### src/rtl/erase_seq_pkg.sv
package erase_seq_pkg;

   localparam int OPC_W  = 8;
   localparam int ADDR_W = 24;

   localparam logic [OPC_W-1:0] OPC_PAGE_ERASE  = 8'h81;
   localparam logic [OPC_W-1:0] OPC_BLOCK_ERASE = 8'h50;

   // leading pad bits ahead of the page field, per page-size mode
   localparam int LEAD_STD = 2;
   localparam int LEAD_BIN = 3;

   typedef enum logic [2:0] {
      ST_IDLE,
      ST_LOW,
      ST_HIGH,
      ST_TAIL,
      ST_GAP
   } seq_state_t;

endpackage

### src/rtl/erase_frame_pack.sv
module erase_frame_pack
   import erase_seq_pkg::*;
#(
   parameter int PAGE_W   = 12,
   parameter int BLK_LOG2 = 3,
   localparam int FRAME_W = OPC_W + ADDR_W
)(
   input  logic              is_block,
   input  logic              is_bin,
   input  logic [PAGE_W-1:0] page,
   output logic [FRAME_W-1:0] frame
);

   localparam int TRAIL_STD = ADDR_W - LEAD_STD - PAGE_W;
   localparam int TRAIL_BIN = ADDR_W - LEAD_BIN - PAGE_W;

   generate
      if (TRAIL_BIN < 0)
         $error("page field does not fit in the address bytes");
      if (BLK_LOG2 < 1 || BLK_LOG2 >= PAGE_W)
         $error("block size out of range");
   endgenerate

   localparam logic [PAGE_W-1:0] BLK_KEEP =
      {{(PAGE_W-BLK_LOG2){1'b1}}, {BLK_LOG2{1'b0}}};

   logic [PAGE_W-1:0] page_field;
   logic [ADDR_W-1:0] page_wide;
   logic [ADDR_W-1:0] addr;
   logic [OPC_W-1:0]  opcode;

   always_comb begin
      page_field = is_block ? (page & BLK_KEEP) : page;
      page_wide  = ADDR_W'(page_field);
      addr       = is_bin ? (page_wide << TRAIL_BIN) : (page_wide << TRAIL_STD);
      opcode     = is_block ? OPC_BLOCK_ERASE : OPC_PAGE_ERASE;
      frame      = {opcode, addr};
   end

endmodule

### src/rtl/sck_phase_timer.sv
module sck_phase_timer #(
   parameter int HALF = 2
)(
   input  logic clk,
   input  logic rst_n,
   input  logic run,
   output logic phase_end
);

   generate
      if (HALF < 1) begin : g_bad
         $error("half period must be at least one clock");
      end
      if (HALF == 1) begin : g_direct
         assign phase_end = run;
      end else begin : g_count
         localparam int CW = $clog2(HALF);
         localparam logic [CW-1:0] LAST = CW'(HALF - 1);
         logic [CW-1:0] cnt;

         always_ff @(posedge clk or negedge rst_n) begin
            if (!rst_n)
               cnt <= '0;
            else if (!run)
               cnt <= '0;
            else if (cnt == LAST)
               cnt <= '0;
            else
               cnt <= cnt + 1'b1;
         end

         assign phase_end = run && (cnt == LAST);
      end
   endgenerate

endmodule

### src/rtl/spi_bit_shifter.sv
module spi_bit_shifter #(
   parameter int FRAME_W = 32
)(
   input  logic               clk,
   input  logic               rst_n,
   input  logic               load,
   input  logic [FRAME_W-1:0] load_val,
   input  logic               shift,
   output logic               msb,
   output logic               last_bit
);

   localparam int IW = $clog2(FRAME_W);
   localparam logic [IW-1:0] LAST_IDX = IW'(FRAME_W - 1);

   logic [FRAME_W-1:0] shreg;
   logic [IW-1:0]      idx;

   always_ff @(posedge clk or negedge rst_n) begin
      if (!rst_n) begin
         shreg <= '0;
         idx   <= '0;
      end else if (load) begin
         shreg <= load_val;
         idx   <= '0;
      end else if (shift) begin
         shreg <= {shreg[FRAME_W-2:0], 1'b0};
         idx   <= idx + 1'b1;
      end
   end

   assign msb      = shreg[FRAME_W-1];
   assign last_bit = (idx == LAST_IDX);

endmodule

### src/rtl/flash_erase_seq.sv
module flash_erase_seq
   import erase_seq_pkg::*;
#(
   parameter int SCK_DIV  = 4,
   parameter int PAGE_W   = 12,
   parameter int BLK_LOG2 = 3
)(
   input  logic              clk,
   input  logic              rst_n,
   input  logic              req_valid,
   output logic              req_ready,
   input  logic              req_block,
   input  logic              req_bin_page,
   input  logic [PAGE_W-1:0] req_page,
   output logic              spi_sck,
   output logic              spi_cs_n,
   output logic              spi_mosi
);

   localparam int HALF    = SCK_DIV / 2;
   localparam int FRAME_W = OPC_W + ADDR_W;

   generate
      if (SCK_DIV < 2 || (SCK_DIV % 2) != 0)
         $error("SCK_DIV must be even and at least 2");
   endgenerate

   seq_state_t         state;
   logic               gap_second;
   logic               accept;
   logic               phase_end;
   logic               msb;
   logic               last_bit;
   logic               do_shift;
   logic [FRAME_W-1:0] frame;

   assign accept   = req_valid && (state == ST_IDLE);
   assign do_shift = (state == ST_HIGH) && phase_end && !last_bit;

   erase_frame_pack #(
      .PAGE_W   (PAGE_W),
      .BLK_LOG2 (BLK_LOG2)
   ) u_pack (
      .is_block (req_block),
      .is_bin   (req_bin_page),
      .page     (req_page),
      .frame    (frame)
   );

   sck_phase_timer #(
      .HALF (HALF)
   ) u_timer (
      .clk       (clk),
      .rst_n     (rst_n),
      .run       (state != ST_IDLE),
      .phase_end (phase_end)
   );

   spi_bit_shifter #(
      .FRAME_W (FRAME_W)
   ) u_shift (
      .clk      (clk),
      .rst_n    (rst_n),
      .load     (accept),
      .load_val (frame),
      .shift    (do_shift),
      .msb      (msb),
      .last_bit (last_bit)
   );

   always_ff @(posedge clk or negedge rst_n) begin
      if (!rst_n) begin
         state      <= ST_IDLE;
         gap_second <= 1'b0;
      end else begin
         case (state)
            ST_IDLE: if (accept) state <= ST_LOW;
            ST_LOW:  if (phase_end) state <= ST_HIGH;
            ST_HIGH: if (phase_end) state <= last_bit ? ST_TAIL : ST_LOW;
            ST_TAIL: if (phase_end) begin
               state      <= ST_GAP;
               gap_second <= 1'b0;
            end
            ST_GAP: if (phase_end) begin
               if (gap_second) state <= ST_IDLE;
               else            gap_second <= 1'b1;
            end
            default: state <= ST_IDLE;
         endcase
      end
   end

   logic selected;
   assign selected  = (state == ST_LOW) || (state == ST_HIGH) || (state == ST_TAIL);
   assign spi_cs_n  = !selected;
   assign spi_sck   = (state == ST_HIGH);
   assign spi_mosi  = selected && msb;
   assign req_ready = (state == ST_IDLE);

endmodule

### config.mk
export PLATFORM = sky130hd
export DESIGN_NAME = flash_erase_seq
export DESIGN_NICKNAME = d
export VERILOG_FILES = /design/src/rtl/erase_seq_pkg.sv /design/src/rtl/erase_frame_pack.sv /design/src/rtl/sck_phase_timer.sv /design/src/rtl/spi_bit_shifter.sv /design/src/rtl/flash_erase_seq.sv
export SDC_FILE = /design/constraint.sdc
export NUM_CORES = 1
export LEC_CHECK = 0
export ABC_AREA = 1
export BUFFER_PORTS_ARGS = -buffer_cell sky130_fd_sc_hd__buf_2
export CAP_MARGIN = 40
export CELL_PAD_IN_SITES_DETAIL_PLACEMENT = 1
export CELL_PAD_IN_SITES_GLOBAL_PLACEMENT = 1
export CORE_MARGIN = 1.5
export CORE_UTILIZATION = 40
export DETAILED_ROUTE_END_ITERATION = 8
export PLACE_DENSITY_LB_ADDON = 0.1
export REMOVE_ABC_BUFFERS = 1
export SYNTH_ARGS = -nofsm -noshare
export SYNTH_HDL_FRONTEND = slang
export SYNTH_HIERARCHICAL = 1
export SYNTH_SLANG_ARGS = --single-unit
### constraint.sdc
create_clock -name clk -period 2 [get_ports clk]
set_input_delay 0.3 -clock clk [delete_from_list [all_inputs] [get_ports clk]]
set_output_delay 0.3 -clock clk [all_outputs]
set_load 0.03 [all_outputs]
==> reports/results.tsv, run 1 <==
metric	value	unit
Setup Crit Path Kind	reg -> reg	
root buf cell	clkbuf_8	
Switching Fraction	0.3913	
drt wl/cell	12.40	microns
Die X	79.44	microns
net total in the final layout	334	
initial drt markers	40	
Hold Fails Final Rpt	0	
largest net degree at the start of global routing	24	
Core Area	5574	sq um
Min-Delay Path Class	in -> reg	
endpoint type of the worst setup path	register	
clk_skew	0.006031	ns
IO Pins	21	
Worst EP required	2.18	ns
Tmin final	1.804	ns
fin. max-slew vios	0	
FF+latch area	1051	sq um
Via Count	1824	
design area	2641	sq um
hold_ws	0.2818	ns
die height	79.44	microns
sw power	0.001444	W
clock tree from TritonCTS	done	
Tcrit/Tclk final	0.9022	
Fmax	554.2	MHz
Clk pwr share	0.184	
Syn Area/Cell	8.230	sq um
Worst Hold Path Cells	3	
Max Cap Viol	0	
DP HPWL	3551	microns
Reg clk slew, reported paths	0.08	ns
Unique masters post-synth	26	
Area after DPL	2466	sq um
num rows	27	
worst skew pair latency	0.29	ns
Setup TNS Final	0	ns
combinational cell fraction of total power	0.424	
WP data arrival	1.98	ns
crit path max fanout	10	
status	complete, no violations	
CTS H-tree lvls	2	
drt drc	0	
Seq cells post-synth	42	
DR pass1 iterations	4	
Post-Syn Area	2337	sq um
vias in the first global route	1909	
Cells after Synth	284	
VDD IR max	0.0004660	V
n_diodes	0	
total power	0.003692	W
Power per Cell Area	1398	nW/um^2
drt total wl	4798	microns
YS warnings	6	
Worst Setup Start Kind	register	
Num CTS Buffers	5	
CTS Sinks	42	
vias per cell	4.713	
GRT overflow	0	
Port Buf Inserts	20	
routability cong.	0.8128	
Seq pwr share	0.392	
first-pass GRT wire length	8535	microns
Layout area overhead	13.01	%
Fillers	725	
internal power	0.002247	W
DRT antenna net count	0	
clock tree buffer depth	2	
Die Area	6311	sq um
Lkg Pwr	1.409	nW
multi-input logic area	1036	sq um
worst r2r path cells	9	
Setup violations, final	0	
antenna violations before repair	0	
starting density of the core	0.4193	
share of cells above drive strength 1	0.2159	
sequential area share after synthesis	0.4497	
final core utilization	0.4739	
Tot GR Track Use	0.1749	
cell type report:
cell class / count / share of cell area
repair buffers: 40 / 0.1033
multi-input cells: 205 / 0.3922
flip-flops and latches: 42 / 0.3979
clock inverters: 1 / 0.01137
inverters: 21 / 0.02984
clock buffers: 6 / 0.03126
well taps: 72 / 0.03411
cell families after synthesis:
| group | synth area share |
|---|---|
| DFF | 0.4497 |
| buffers and inverters | 0.1360 |
| AOI/OAI and AO/OA | 0.1226 |
| and+or+nand+nor | 0.2794 |
| adders and majority gates | 0.01070 |
| other | 0.001604 |
registers in the layout (all words and copies together), names as in the netlist:
register	cells
u_shift/shreg	32
u_timer/g_count.cnt	1
state	3
gap_second	1
u_shift/idx	5
synth_stat cells, drive strengths merged:
| cell | n | share of area |
|---|---|---|
| nor2 | 13 | 0.039 |
| nor3 | 1 | 0.0021 |
| inv | 21 | 0.034 |
| o21ai | 10 | 0.023 |
| nand2 | 113 | 0.18 |
| conb | 1 | 0.0016 |
| a21oi | 3 | 0.0064 |
| o211ai | 1 | 0.0032 |
| nand3b | 1 | 0.0032 |
| clkbuf | 1 | 0.0016 |
| a22o | 2 | 0.0075 |
| ha | 2 | 0.011 |
| nand3 | 25 | 0.054 |
| dfrtp | 42 | 0.45 |
| a22oi | 19 | 0.082 |
| buf | 29 | 0.10 |
timing repair:
action,in CTS,in global routing
resized for setup,0,4
setup endpoints to repair,0,35
hold buffers,1,0
hold endpoints to repair,20,0
setup buffers,0,5
stage by stage:
stage,setup WS [ns],std cells
finish,0.1956,387
global route,-0.006289,387
CTS,0.002792,382
detailed placement,0.02469,374
global placement,0.1090,374
floorplan,-1.169,268
power by group through the flow:
| stage | Combinational, W | Sequential (W) | Clock (W) |
|---|---|---|---|
| finish | 0.00156 | 0.00145 | 0.000680 |
| global route | 0.00181 | 0.00149 | 0.000732 |
| CTS | 0.00152 | 0.00145 | 0.000710 |
| detailed placement | 0.00151 | 0.00146 | 0 |
| global placement | 0.00147 | 0.00146 | 0 |
| floorplan | 0.00102 | 0.00142 | 0 |
worst max-delay path, stage by stage (launching register included):
cell	delay [ns]
dfrtp_1	0.39
ha_1	0.21
nand2_1	0.09
nor2_1	0.05
ha_1	0.20
nor3_2	0.17
buf_4	0.18
nor2_8	0.06
buf_4	0.15
a22o_1	0.20
routing by layer:
metal  part of all wire  up-vias  global-route usage
met1               0.48      870              0.2251
met2               0.49       14              0.2907
met5                  0        -                   0
met4             0.0071        0             0.05789
li1                   -      938                   -
met3              0.023        2             0.03771
worst paths after layout:
check                      slack (ns)                  end           startpoint
setup reg to reg                 0.20       u_shift/idx[1]       u_shift/idx[0]
setup / recovery                 0.20       u_shift/idx[1]       u_shift/idx[0]
hold / removal                   0.28    u_shift/shreg[28]            req_block
hold reg to reg                  0.44  u_timer/g_count.cnt  u_timer/g_count.cnt
min in group asynchronous        0.50    u_shift/shreg[26]                rst_n
max in group asynchronous        0.94    u_shift/shreg[21]                rst_n
cell usage in the layout, fill, tap and decap left out, drive strengths merged, types with 3 or more instances in the layout:
cell type | synthesis | final
nand3 | 25 | 25
dfrtp | 42 | 42
a21oi | 3 | 3
buf | 29 | 39
clkbuf | 1 | 6
nor2 | 13 | 13
a22oi | 19 | 19
conb | 1 | 15
nand2 | 113 | 113
inv | 21 | 21
o21ai | 10 | 10
Power figures use the tool's default switching activity.
==> run 2, diff against run 1 <==
--- a/config.mk
+++ b/config.mk
@@ -7,7 +7,6 @@
 export LEC_CHECK = 0
 export ABC_AREA = 1
 export BUFFER_PORTS_ARGS = -buffer_cell sky130_fd_sc_hd__buf_2
-export CAP_MARGIN = 40
 export CELL_PAD_IN_SITES_DETAIL_PLACEMENT = 1
 export CELL_PAD_IN_SITES_GLOBAL_PLACEMENT = 1
 export CORE_MARGIN = 1.5
==> constraint.sdc (replaced) <==
create_clock -name clk -period 2 [get_ports clk]
set_input_delay 0.4 -clock clk [delete_from_list [all_inputs] [get_ports clk]]
set_output_delay 0.4 -clock clk [all_outputs]
set_load 0.03 [all_outputs]
==> run 2 against run 1 <==
Compared with the run above: non-clock buffer count is 7 lower; sequential share of layout area is 1.1 points higher; clock skew is 0.0023 ns higher; total power is 4.5% lower; worst hold slack worse by 0.11 ns; sequential power hardly changed; critical path depth is 1 higher; routed wire length is 2.6% lower; count of clock-buffer cells in the layout is 1 higher; final area is 2.7% lower.
==> reports/results.tsv, run 2 (synthesis results as in run 1) <==
metric	value	unit	change
status	complete, no violations		
Largest register FFs	32		unchanged
RR Endpoint	u_shift/shreg[6]		
vias per cell	4.764		+1.1%
Fmax	555.9	MHz	+0.31%
drt drc	0		unchanged
Lkg Pwr	1.370	nW	-2.8%
n_diodes	0		unchanged
Layout area overhead	10.01	%	
DRT antenna net count	0		unchanged
Via Count	1815		-0.49%
CTS Sinks	42		unchanged
Min-Delay Path Class	in -> async		
endpoint type of the worst setup path	register		
Power per Cell Area	1371	nW/um^2	-1.9%
DR pass1 iterations	4		unchanged
Worst Setup Start Kind	register		
M3 GR Usage	0.03086		-0.006857
fin. max-slew vios	0		unchanged
RSZ-0062 raised after global routing	false		
Slew HR	0.6391		
Final WS setup	0.2012	ns	+0.005558 ns
share of cells above drive strength 1	0.2039		-0.01199
slew of the pin with the lowest slew margin	0.5413	ns	
Die Area	6311	sq um	unchanged
starting density of the core	0.4193		unchanged
worst skew pair latency	0.29	ns	about the same
most frequent cells in the layout	nand2_1 (113), dfrtp_1 (42), nand3_1 (25)		
largest net degree at the start of global routing	43		+79%
die height	79.44	microns	unchanged
Worst EP required	2.17	ns	about the same
Reg2Reg Launch Point	u_shift/idx[0]		
Tot GR Track Use	0.1689		-0.005919
leading cell type in the layout, fill and taps excluded	nand2_1		
Placed Cells	372		-0.53%
initial drt markers	80		+100%
clk_skew	0.008344	ns	+0.002312 ns
DP HPWL	3353	microns	-5.6%
Tmin final	1.799	ns	-0.005558 ns
GRT overflow	0		unchanged
Setup Crit Path Kind	reg -> reg		
net total in the final layout	327		-2.1%
worst r2r path cells	10		+1
drt total wl	4675	microns	-2.6%
root buf cell	clkbuf_8		
Port Buf Inserts	20		unchanged
Hold Fails Final Rpt	0		unchanged
WP data arrival	1.97	ns	about the same
CTS H-tree lvls	2		unchanged
Post-Place Worst Slack	-0.03538	ns	-0.06007 ns
hold_ws	0.1704	ns	-0.1114 ns
num rows	27		unchanged
Top Registers	u_shift/shreg (32), u_shift/idx (5), state (3)		
grt met2 use	0.2746		-0.01610
Reg clk slew, reported paths	0.08	ns	about the same
Tcrit/Tclk final	0.8994		-0.002779
Setup TNS Final	0	ns	unchanged
clock tree buffer depth	2		unchanged
crit path max fanout	14		+4
non-filler cells, final	381		-1.6%
vias in the first global route	1829		-4.2%
Setup violations, final	0		unchanged
reg2reg setup slack	0.20	ns	about the same
clock tree from TritonCTS	done		
Die X	79.44	microns	unchanged
drt wl/cell	12.27	microns	-1.0%
global route hottest layer	met2		
IO Pins	21		unchanged
Max Cap Viol	0		unchanged
Num CTS Buffers	5		unchanged
antenna violations before repair	0		unchanged
cts hold-fix bufs	0		-1
met1 Use GR	0.2255		+0.0003987
Biggest register	u_shift/shreg		
VDD IR max	0.0005678	V	+22%
first-pass GRT wire length	8355	microns	-2.1%
Core Area	5574	sq um	unchanged
routability cong.	0.8336		+2.6%
## run 2: changes by cell type in the layout (fill, tap and decap cells not counted), sizes merged
cell / delta
buf: -6
bufinv: -1
clkbuf: +1
clkinv: +1
dlygate4sd3: -1
## run 2: final cells by class
cell class / count / area (sq um)
tap: 72 / 90.09
sequential: 42 / 1051
clock inverter: 1 / 5.005
timing repair buffer: 33 / 217.7
clock buffer: 7 / 86.33
fill: 718 / 3003
inverter: 21 / 78.83
multi-input combinational: 205 / 1042
## run 2: power breakdown
group          switching, W  internal [W]  leakage (nW)
Clock              0.000282      0.000279        0.0482
Sequential         0.000224       0.00122         0.537
Combinational      0.000932      0.000586         0.785
Total               0.00144       0.00209          1.37
## run 2: worst max-delay path by stage
stage                                   end  depth (start not counted)      startpoint
after floorplan              u_shift/idx[3]                          8        state[0]
after global placement       u_shift/idx[3]                         11  u_shift/idx[0]
after detailed placement  u_shift/shreg[22]                         10  u_shift/idx[0]
after CTS                    u_shift/idx[3]                         11  u_shift/idx[0]
after global routing      u_shift/shreg[22]                         11        state[0]
final                      u_shift/shreg[6]                         10  u_shift/idx[0]
## run 2: worst max-delay path, stage by stage (launching register included)
cell and delay, ns:
dfrtp_1 0.39, ha_1 0.21, nand2_1 0.08, nor2_1 0.04, ha_1 0.22, nor3_4 0.16
buf_4 0.17, nor2_8 0.07, buf_4 0.15, a22oi_1 0.12, nand2_1 0.07
## run 2: through the flow
| stage | power [W] | utilization | area (sq um) |
|---|---|---|---|
| after CTS | 0.003554 | 0.4570 | 2547 |
| after global routing | 0.003854 | 0.4613 | 2571 |
| after global placement | 0.002922 | 0.4397 | 2451 |
| after floorplan | 0.002443 | - | 2151 |
| final | 0.003526 | 0.4613 | 2571 |
| after detailed placement | 0.002964 | 0.4397 | 2451 |
## run 2: per-layer routing
metal	wire, microns	vias up
li1	-	925
met1	2271	870
met2	2240	15
met3	103	5
met4	60	0
met5	0	-
## run 2: repair_timing
item                       in CTS  in global routing
pin swaps                       0                  2
gates resized for setup         1                  5
setup endpoints to repair      19                 22
gates cloned                    0                  0
setup buffers                   0                  1
